File: src/rtl/bac_pkg.sv
package bac_pkg;

   // Smaller of two unsigned values.
   function automatic int unsigned umin(input int unsigned a, input int unsigned b);
      return (a < b) ? a : b;
   endfunction

   // Capacity bound imposed by one resource; a zero demand leaves cap untouched.
   function automatic int unsigned quot_cap(input int unsigned num,
                                            input int unsigned den,
                                            input int unsigned cap);
      if (den == 0) return cap;
      return umin(num / den, cap);
   endfunction

endpackage

File: src/rtl/bac_lowest_free.sv
module bac_lowest_free #(
   parameter int SLOTS  = 8,
   parameter int SLOT_W = $clog2(SLOTS)
) (
   input  logic [SLOTS-1:0]  free_mask,
   output logic [SLOT_W-1:0] pick,
   output logic              any
);
   always_comb begin
      pick = '0;
      any  = 1'b0;
      for (int i = SLOTS - 1; i >= 0; i--) begin
         if (free_mask[i]) begin
            pick = SLOT_W'(i);
            any  = 1'b1;
         end
      end
   end
endmodule

File: src/rtl/bac_slot_table.sv
module bac_slot_table #(
   parameter int SLOTS  = 8,
   parameter int TW     = 11,
   parameter int RW     = 15,
   parameter int SW     = 15,
   parameter int SLOT_W = $clog2(SLOTS)
) (
   input  logic              clk,
   input  logic              rst_n,
   input  logic              alloc_en,
   input  logic [SLOT_W-1:0] alloc_slot,
   input  logic [TW-1:0]     alloc_thr,
   input  logic [RW-1:0]     alloc_regs,
   input  logic [SW-1:0]     alloc_smem,
   input  logic              retire_valid,
   input  logic [SLOT_W-1:0] retire_slot,
   output logic [SLOTS-1:0]  occ,
   output logic [TW-1:0]     ret_thr,
   output logic [RW-1:0]     ret_regs,
   output logic [SW-1:0]     ret_smem,
   output logic              ret_hit
);
   logic [TW-1:0] thr_v  [SLOTS];
   logic [RW-1:0] regs_v [SLOTS];
   logic [SW-1:0] smem_v [SLOTS];

   for (genvar i = 0; i < SLOTS; i++) begin : g_slot
      logic          occ_q;
      logic [TW-1:0] thr_q;
      logic [RW-1:0] regs_q;
      logic [SW-1:0] smem_q;
      always_ff @(posedge clk) begin
         if (!rst_n) begin
            occ_q  <= 1'b0;
            thr_q  <= '0;
            regs_q <= '0;
            smem_q <= '0;
         end else if (alloc_en && alloc_slot == SLOT_W'(i)) begin
            occ_q  <= 1'b1;
            thr_q  <= alloc_thr;
            regs_q <= alloc_regs;
            smem_q <= alloc_smem;
         end else if (retire_valid && retire_slot == SLOT_W'(i)) begin
            occ_q  <= 1'b0;
         end
      end
      assign occ[i]    = occ_q;
      assign thr_v[i]  = thr_q;
      assign regs_v[i] = regs_q;
      assign smem_v[i] = smem_q;
   end

   always_comb begin
      ret_hit  = retire_valid && occ[retire_slot];
      ret_thr  = ret_hit ? thr_v[retire_slot]  : '0;
      ret_regs = ret_hit ? regs_v[retire_slot] : '0;
      ret_smem = ret_hit ? smem_v[retire_slot] : '0;
   end

   // a slot is handed out only while free or being vacated this cycle
   assert_slot_free_R5: assert property (@(posedge clk) disable iff (!rst_n)
      alloc_en |-> (!occ[alloc_slot] || (retire_valid && retire_slot == alloc_slot)));

   // a retired slot is empty afterwards unless reused the same cycle
   assert_retire_frees_R6: assert property (@(posedge clk) disable iff (!rst_n)
      (retire_valid && !alloc_en) |=> !occ[$past(retire_slot)]);
endmodule

File: src/rtl/bac_capacity.sv
module bac_capacity #(
   parameter int MAX_THREADS = 1536,
   parameter int REG_FILE    = 16384,
   parameter int SMEM_BYTES  = 16384,
   parameter int MAX_BLOCKS  = 8,
   parameter int MAX_RPT     = 63,
   parameter int TW          = 11,
   parameter int PW          = 7,
   parameter int SW          = 15,
   parameter int CW          = 4
) (
   input  logic [TW-1:0] q_thr,
   input  logic [PW-1:0] q_rpt,
   input  logic [SW-1:0] q_smem,
   output logic [CW-1:0] q_cap
);
   import bac_pkg::*;

   int unsigned blk_regs;
   int unsigned c;

   always_comb begin
      blk_regs = 32'(q_thr) * 32'(q_rpt);
      if (q_thr == '0 || 32'(q_rpt) > 32'(MAX_RPT)) begin
         c = 0;
      end else begin
         c = quot_cap(32'(MAX_THREADS), 32'(q_thr), 32'(MAX_BLOCKS));
         c = quot_cap(32'(REG_FILE), blk_regs, c);
         c = quot_cap(32'(SMEM_BYTES), 32'(q_smem), c);
      end
      q_cap = CW'(c);
   end
endmodule

File: src/rtl/bac_admit.sv
module bac_admit #(
   parameter int MAX_THREADS = 1536,
   parameter int REG_FILE    = 16384,
   parameter int SMEM_BYTES  = 16384,
   parameter int MAX_BLOCKS  = 8,
   parameter int MAX_RPT     = 63,
   localparam int TW     = $clog2(MAX_THREADS + 1),
   localparam int PW     = $clog2(MAX_RPT + 1) + 1,
   localparam int RW     = $clog2(REG_FILE + 1),
   localparam int SW     = $clog2(SMEM_BYTES + 1),
   localparam int SLOT_W = $clog2(MAX_BLOCKS),
   localparam int CW     = $clog2(MAX_BLOCKS + 1)
) (
   input  logic              clk,
   input  logic              rst_n,
   input  logic              launch_valid,
   input  logic [TW-1:0]     launch_threads,
   input  logic [PW-1:0]     launch_rpt,
   input  logic [SW-1:0]     launch_smem,
   output logic              launch_grant,
   output logic [SLOT_W-1:0] launch_slot,
   input  logic              retire_valid,
   input  logic [SLOT_W-1:0] retire_slot,
   input  logic [TW-1:0]     query_threads,
   input  logic [PW-1:0]     query_rpt,
   input  logic [SW-1:0]     query_smem,
   output logic [CW-1:0]     query_blocks,
   output logic [TW-1:0]     used_threads,
   output logic [RW-1:0]     used_regs,
   output logic [SW-1:0]     used_smem,
   output logic [CW-1:0]     used_blocks
);
   if (MAX_BLOCKS < 2) begin : g_chk_blocks
      $error("bac_admit: MAX_BLOCKS must be at least 2");
   end
   if (MAX_THREADS < 1 || REG_FILE < 1 || SMEM_BYTES < 1 || MAX_RPT < 1) begin : g_chk_limits
      $error("bac_admit: resource limits must be positive");
   end

   logic [MAX_BLOCKS-1:0] occ, free_eff, ret_onehot;
   logic [TW-1:0] ret_thr;
   logic [RW-1:0] ret_regs;
   logic [SW-1:0] ret_smem;
   logic          ret_hit;
   logic [SLOT_W-1:0] pick;
   logic          pick_any;
   logic          shape_ok, fit_thr, fit_regs, fit_smem;
   int unsigned   blk_regs;

   bac_slot_table #(.SLOTS(MAX_BLOCKS), .TW(TW), .RW(RW), .SW(SW), .SLOT_W(SLOT_W)) u_slots (
      .clk(clk), .rst_n(rst_n),
      .alloc_en(launch_grant), .alloc_slot(pick),
      .alloc_thr(launch_threads), .alloc_regs(RW'(blk_regs)), .alloc_smem(launch_smem),
      .retire_valid(retire_valid), .retire_slot(retire_slot),
      .occ(occ), .ret_thr(ret_thr), .ret_regs(ret_regs), .ret_smem(ret_smem),
      .ret_hit(ret_hit)
   );

   always_comb begin
      ret_onehot = '0;
      if (ret_hit) ret_onehot[retire_slot] = 1'b1;
      free_eff = ~occ | ret_onehot;
   end

   bac_lowest_free #(.SLOTS(MAX_BLOCKS), .SLOT_W(SLOT_W)) u_pick (
      .free_mask(free_eff), .pick(pick), .any(pick_any)
   );

   always_comb begin
      blk_regs = 32'(launch_threads) * 32'(launch_rpt);
      shape_ok = (launch_threads != '0) && (32'(launch_rpt) <= 32'(MAX_RPT));
      fit_thr  = 32'(used_threads) - 32'(ret_thr) + 32'(launch_threads) <= 32'(MAX_THREADS);
      fit_regs = 32'(used_regs) - 32'(ret_regs) + blk_regs <= 32'(REG_FILE);
      fit_smem = 32'(used_smem) - 32'(ret_smem) + 32'(launch_smem) <= 32'(SMEM_BYTES);
      launch_grant = launch_valid && shape_ok && pick_any && fit_thr && fit_regs && fit_smem;
      launch_slot  = pick;
   end

   always_ff @(posedge clk) begin
      if (!rst_n) begin
         used_threads <= '0;
         used_regs    <= '0;
         used_smem    <= '0;
      end else begin
         used_threads <= used_threads - ret_thr  + (launch_grant ? launch_threads : '0);
         used_regs    <= used_regs    - ret_regs + (launch_grant ? RW'(blk_regs) : '0);
         used_smem    <= used_smem    - ret_smem + (launch_grant ? launch_smem : '0);
      end
   end

   always_comb begin
      used_blocks = '0;
      for (int i = 0; i < MAX_BLOCKS; i++) used_blocks = used_blocks + CW'(occ[i]);
   end

   bac_capacity #(.MAX_THREADS(MAX_THREADS), .REG_FILE(REG_FILE), .SMEM_BYTES(SMEM_BYTES),
                  .MAX_BLOCKS(MAX_BLOCKS), .MAX_RPT(MAX_RPT),
                  .TW(TW), .PW(PW), .SW(SW), .CW(CW)) u_cap (
      .q_thr(query_threads), .q_rpt(query_rpt), .q_smem(query_smem), .q_cap(query_blocks)
   );

   // totals never exceed their limits
   assert_within_limits_R2: assert property (@(posedge clk) disable iff (!rst_n)
      32'(used_threads) <= 32'(MAX_THREADS) && 32'(used_regs) <= 32'(REG_FILE) &&
      32'(used_smem) <= 32'(SMEM_BYTES) && 32'(used_blocks) <= 32'(MAX_BLOCKS));

   // a refusal with no retire leaves every total unchanged
   assert_refuse_holds_R2: assert property (@(posedge clk) disable iff (!rst_n)
      (!launch_grant && !retire_valid) |=>
         ($stable(used_threads) && $stable(used_regs) && $stable(used_smem)));

   // an admitted block adds its thread count
   assert_grant_adds_R3: assert property (@(posedge clk) disable iff (!rst_n)
      (launch_grant && !retire_valid) |=>
         used_threads == $past(used_threads) + $past(launch_threads));

   // malformed shapes are never admitted
   assert_bad_shape_R4: assert property (@(posedge clk) disable iff (!rst_n)
      (launch_threads == '0 || 32'(launch_rpt) > 32'(MAX_RPT)) |-> !launch_grant);

   // reported capacity never exceeds the slot count
   assert_cap_bound_R8: assert property (@(posedge clk) disable iff (!rst_n)
      32'(query_blocks) <= 32'(MAX_BLOCKS));
endmodule

File: config.mk
export PLATFORM = sky130hd
export DESIGN_NAME = bac_admit
export DESIGN_NICKNAME = d
export VERILOG_FILES = /design/src/rtl/bac_pkg.sv /design/src/rtl/bac_lowest_free.sv /design/src/rtl/bac_slot_table.sv /design/src/rtl/bac_capacity.sv /design/src/rtl/bac_admit.sv
export SDC_FILE = /design/constraint.sdc
export NUM_CORES = 2
export LEC_CHECK = 0
export BUFFER_PORTS_ARGS = -buffer_cell sky130_fd_sc_hd__clkbuf_2
export CAP_MARGIN = 5
export CORE_ASPECT_RATIO = 1.5
export CORE_MARGIN = 2
export CORE_UTILIZATION = 35
export CTS_BUF_LIST = sky130_fd_sc_hd__clkbuf_8
export DETAILED_ROUTE_END_ITERATION = 7
export SLEW_MARGIN = 10
export SYNTH_ARGS = -nofsm -noshare
export SYNTH_HDL_FRONTEND = slang
export SYNTH_SLANG_ARGS = --single-unit
File: constraint.sdc
create_clock -name clk -period 175 [get_ports clk]
set_clock_uncertainty 0.05 [all_clocks]
set_input_delay 17.5 -clock clk [delete_from_list [all_inputs] [get_ports clk]]
set_output_delay 17.5 -clock clk [all_outputs]
set_load 0.03 [all_outputs]
After elaboration in Yosys (flattened, before gate mapping)

Cells that the tools add are included.
Widths: inputs -> output; s select.

Flip-flop bits (word level): 377
Latch bits: 0
Memory bits (writable): 0
Memory bits (read-only): 0
Word-level logic and storage cells: 196
Memories kept: 0

Add/subtract/negate cells: 19
Multipliers: 2
Div/mod/pow operators: 3
Order comparisons: 11
Equal/unequal tests: 14
Shift-type cells: 0
Mux-type cells: 70
Bitwise operators: 3
Reductions and logical operators: 39

Operators by type and width:

| kind                   | number |
|---|---|
| $mux 32                | 7 |
| $mux 15                | 8 |
| $bmux 15 s3            | 2 |
| $le 32x15->1 const B   | 2 |
| $lt 32x32->1           | 2 |
| $mux 11                | 4 |
| $mul 11x7->18          | 2 |
| $bmux 11 s3            | 1 |
| $div 11x11->32 const A | 1 |
| $div 15x15->32 const A | 1 |
| $div 15x18->32 const A | 1 |
| $le 32x11->1 const B   | 1 |
| $lt 32x4->1 const B    | 1 |
| $mux 1                 | 32 |
| $sub 15x15->16         | 2 |
| $add 15x15->15         | 2 |
| $sub 15x15->15         | 2 |
| $eq 3x3->1 const B     | 8 |
| $logic_and 1x1->1      | 24 |
| $mux 3                 | 8 |
| $add 16x19->20         | 1 |
| $mux 4                 | 5 |
| $logic_not 18->1       | 1 |
| $add 16x16->17         | 1 |
| 27 further kinds       | 42 |

Longest topological paths before layout

Depth after elaboration: 20
Gate-level depth with buffers: 670

By module

Synthesis repeated with hierarchy kept, for this count alone.

Cell total of the unflattened synthesis: 13960
Area, all modules: 99108.8 µm²

Modules (own cells, without submodules):

| module          | instances | cells each | area each (µm²) | seq. area each (µm²) |
|---|---|---|---|---|
| bac_capacity    | 1         | 10766      | 72609.6         | 0.0 |
| bac_slot_table  | 1         | 1768       | 15511.1         | 6726.5 |
| bac_admit       | 1         | 1413       | 10908.0         | 820.8 |
| bac_lowest_free | 1         | 13         | 80.1            | 0.0 |

Least setup slack after synthesis

No wires, ideal clock.

Path type: input-to-output
Start: input port query_threads[0]
End: output port query_blocks[3]
Data arrival time: 126169 ps
Data required time: 157450 ps
Setup slack: 31281 ps
Stages: 659
Path buffers: 56
Path through: clkbuf_1 -> clkbuf_1 -> clkbuf_1 -> clkbuf_1 -> buf_1 -> clkbuf_1 -> clkbuf_1 -> buf_1 -> clkbuf_1 -> nand2_1 -> fa_1 -> fa_1 -> inv_1 -> fa_1 -> inv_1 -> fa_1 -> inv_1 -> ha_1 -> [623 not listed] -> nand2_1 -> ha_1 -> a21o_1 -> a21o_1 -> a21oi_1 -> nor2b_1 -> o21ai_0 -> nand2b_1 -> a21oi_1 -> nor2b_1 -> o21ai_0 -> a21boi_0 -> o21ai_0 -> o211ai_1 -> nor3_2 -> a41oi_2 -> or2_1 -> a21oi_1

Word-level cells in the longest chain between the ends: 13

Ends and longest elaborated chain:

| what                                                    | RTL line           | RTL |
|---|---|---|
| start, declared                                         | bac_admit.sv:24    | `input logic [TW-1:0] query_threads,` |
| branches (longest 12 deep; another with $div 15x18->32) | n/a                |  |
| $mux 4 (*)                                              | bac_capacity.sv:24 | `if (q_thr == '0 \|\| 32'(q_rpt) > 32'(MAX_RPT)) begin` |
| end, declared                                           | bac_admit.sv:27    | `output logic [CW-1:0] query_blocks,` |

Every way passes the cells marked *. The select of a mux whose other input is x is not followed.

Worst setup path in the final report

Ends and elaborated chain as after synthesis.

==> results by group <==
Run status
  – Outcome: finished clean

STA
  – Fin crit share: 0.8704
  – Setup Viol. Count Final: 0
  – Fin crit period: 152.31 ns
  – Final slew viol count: 0
  – RSZ-0062 raised after global routing: false
  – Final setup margin: 22.69 ns
  – Slew HR: 0.1223
  – Hold Fails Final Rpt: 0
  – Max Fclk: 6.565 MHz
  – Setup TNS: 0 ns
  – Slew @ Worst Pin: 1.305 ns

Setup path
  – WP data required: 157.45 ns
  – Critical path arrival: 134.76 ns
  – Worst reg-to-reg setup slack: 163.80 ns
  – CP max stage delay: 0.88 ns
  – Slowest cell on the critical path: nor4b_1
  – Crit path capture: query_blocks[3]
  – Startpoint types: input port
  – Critical path class: in2out
  – Crit-path most repeated cell: o21ai_0
  – Crit-path max FO: 40
  – Worst r2r path cells: 49
  – Critical R2R Launch: u_slots.g_slot[6].occ_q$_SDFFE_PN0P_
  – Worst setup path start: query_threads[0]
  – Endpoint class of the critical path: primary output
  – RR Endpoint: used_smem[13]$_SDFF_PN0_

Logic synthesis
  – Count leader, synth: nand2_1
  – Synth cell count leaders: 1,545 x nand2_1, 1,262 x ha_1, 1,050 x nor2_1, 945 x a21oi_1, 885 x inv_1
  – Average size of a mapped cell: 7.173 sq um
  – Multiplexer share of the synthesized area: 0.06684
  – Yosys reg bits: 377
  – Synth Area in Compound Gates: 0.2853
  – Largest family of logic cells by synthesized area: compound AO/OA/AOI/OAI gates
  – Area share of fa/ha/maj cells after synthesis: 0.1914
  – Post-Syn Area: 96,720 sq um
  – Fraction of the mapped netlist area in simple logic gates: 0.2449
  – Yosys warning total: 0
  – Synthesized instance count: 13,480
  – Sequential area share after synthesis: 0.07803
  – Post-synth ARST share: 0
  – Main synth FF type: dfxtp_1
  – Synth Area in XOR/XNOR: 0.07733
  – EDFF count, synth: 0
  – Share of Yosys cell area claimed by the top area cell type: 0.1633
  – Cell taking the most area after synthesis: ha_1
  – Top post-synthesis cells by area: ha_1 16%, dfxtp_1 7.8%, nand2_1 6.0%
  – Unique cell type count in the Yosys netlist: 154

Global routing
  – Vias in the first global route: 96,420
  – Global-route wire length before repair: 498.6 mm
  – All-Layer GR Usage: 0.2158
  – Initial antenna violation count: 15
  – Grt total ovfl: 0
  – Largest net degree at the start of global routing: 160

Floorplan
  – Starting Density: 0.3514
  – Die Y: 647.8 microns
  – Die X: 433.2 microns
  – Row count: 236
  – Core area: 275,200 sq um
  – Die ar.: 280,700 sq um
  – # IOs: 126

Min path
  – Worst min path class: reg2reg

Finish
  – Share of layout cells above drive strength 1: 0.07750
  – P&R area growth vs syn: 5.871%
  – Final Non-Filler Cells: 17,070
  – Fin nets: 14,820
  – Final core occ: 0.3721

Placement
  – Setup WS pre-CTS: 23.89 ns
  – Port buffer count: 125
  – Dpl hpwl: 245.2 mm
  – GP Congestion: 0.9293
  – Placed cells: 16,990

Clock network
  – Setup bufs post-CTS: 0
  – Hold_buf cts: 0
  – Clk buf depth: 3
  – CTS Buf Count: 48
  – H-tree depth: 2
  – CTS clk-pin slew, worst paths: 0.07 ns
  – CTS Root Cell: clkbuf_8
  – Clock latency on the worst-skew pair: 0.66 ns
  – CTS resizes: 0
  – Clock Sinks: 377
  – TritonCTS clock tree: done

Detailed routing
  – ANT nets after route: 0
  – Vias: 97,050
  – Average wire per standard cell: 18.32 microns
  – Drt first pass iters: 7
  – Iter 0 DRT Violations: 4,678
  – Via-to-Cell Ratio: 5.684
  – # DRC: 0
  – Total Wirelength: 312.9 mm

Run
  – Max cap viols: 0
## critical path: cells and delay by family
kind            cells  cell delay, ns
compound gates    355           65.52
simple gates      185           27.94
fa+ha+maj          36           12.08
buf+inv            33            9.26
mux                 6            1.98
xor+xnor            1            0.13
## flip-flops by register name (all words and copies together), names as in the netlist
signal,count
u_slots.g_slot.regs_q,120
u_slots.g_slot.smem_q,120
u_slots.g_slot.thr_q,88
used_regs,15
used_smem,15
used_threads,11
u_slots.g_slot.occ_q,8
## how the worst min path moves through the flow
stage	from	end	slack, ns	cells after the start
2_1_floorplan	u_slots.g_slot[1].regs_q[14]$_SDFFE_PN0P_	u_slots.g_slot[1].regs_q[14]$_SDFFE_PN0P_	0.39	2
5_1_grt	u_slots.g_slot[3].smem_q[7]$_SDFFE_PN0P_	u_slots.g_slot[3].smem_q[7]$_SDFFE_PN0P_	0.43	2
3_3_place_gp	u_slots.g_slot[3].smem_q[8]$_SDFFE_PN0P_	u_slots.g_slot[3].smem_q[8]$_SDFFE_PN0P_	0.40	2
3_5_place_dp	u_slots.g_slot[6].regs_q[14]$_SDFFE_PN0P_	u_slots.g_slot[6].regs_q[14]$_SDFFE_PN0P_	0.41	2
6_report	u_slots.g_slot[6].regs_q[14]$_SDFFE_PN0P_	u_slots.g_slot[6].regs_q[14]$_SDFFE_PN0P_	0.41	2
4_1_cts	u_slots.g_slot[6].regs_q[14]$_SDFFE_PN0P_	u_slots.g_slot[6].regs_q[14]$_SDFFE_PN0P_	0.42	2
## cells in the final DEF, fill, tap and decap left out, drive strengths merged, types with 39 or more instances in the layout
| cell | Yosys | routed |
|---|---|---|
| nor3b | 39 | 39 |
| o21ai | 912 | 912 |
| xor2 | 344 | 344 |
| or2 | 83 | 83 |
| buf | 113 | 150 |
| nor3 | 292 | 292 |
| o21a | 173 | 173 |
| xnor2 | 510 | 510 |
| mux2 | 320 | 320 |
| nor4 | 94 | 94 |
| or3 | 97 | 97 |
| dfxtp | 377 | 377 |
| a21boi | 433 | 433 |
| and3 | 94 | 94 |
| a21o | 686 | 686 |
| and4 | 48 | 48 |
| fa | 136 | 136 |
| nor2b | 197 | 197 |
| nand2b | 341 | 341 |
| clkbuf | 374 | 178 |
| o21bai | 107 | 107 |
| inv | 903 | 920 |
| and2 | 308 | 308 |
| a31oi | 80 | 80 |
| a211oi | 86 | 86 |
| o211ai | 90 | 90 |
| o31ai | 170 | 170 |
| ha | 1262 | 1262 |
| mux2i | 95 | 95 |
| mux4 | 84 | 84 |
| nand2 | 1548 | 1548 |
| a21oi | 951 | 951 |
| nor2 | 1059 | 1059 |
| nand4 | 155 | 155 |
| nand3 | 278 | 278 |
## logic make-up after synthesis
group / Yosys count
compound gates: 4169
xor+xnor: 854
fa+ha+maj: 1398
buf+inv: 1395
flops: 377
mux: 499
other cells: 2
simple gates: 4789
## stage by stage
stage               instance area [sq um]  hold WS [ns]
floorplan                           96830        0.3902
global placement                   101400        0.4000
detailed placement                 101400        0.4067
CTS                                102400        0.4170
global route                       102400        0.4338
finish                             102400        0.4137
## routing by layer
metal,routed length [microns],part of all wire,GRT usage,up-vias
met3,10300,0.033,0.01777,891
met2,166000,0.53,0.4283,2006
met1,116700,0.37,0.2168,45840
met4,19790,0.063,0.1220,18
li1,-,-,-,48290
met5,112,0.00036,0,-
## layout make-up
type / count / area (sq um)
Inverter: 908 / 3408
Clock inverter: 29 / 188.9
Sequential cell: 377 / 7547
Multi-Input combinational cell: 11740 / 84110
Fill cell: 29540 / 172800
Antenna cell: 4 / 10.01
Tap cell: 3689 / 4616
Timing Repair Buffer: 272 / 1747
Clock buffer: 56 / 770.7
Power is not shown: default switching activity piles up to over one toggle a cycle in this logic, so the estimate is an artifact.
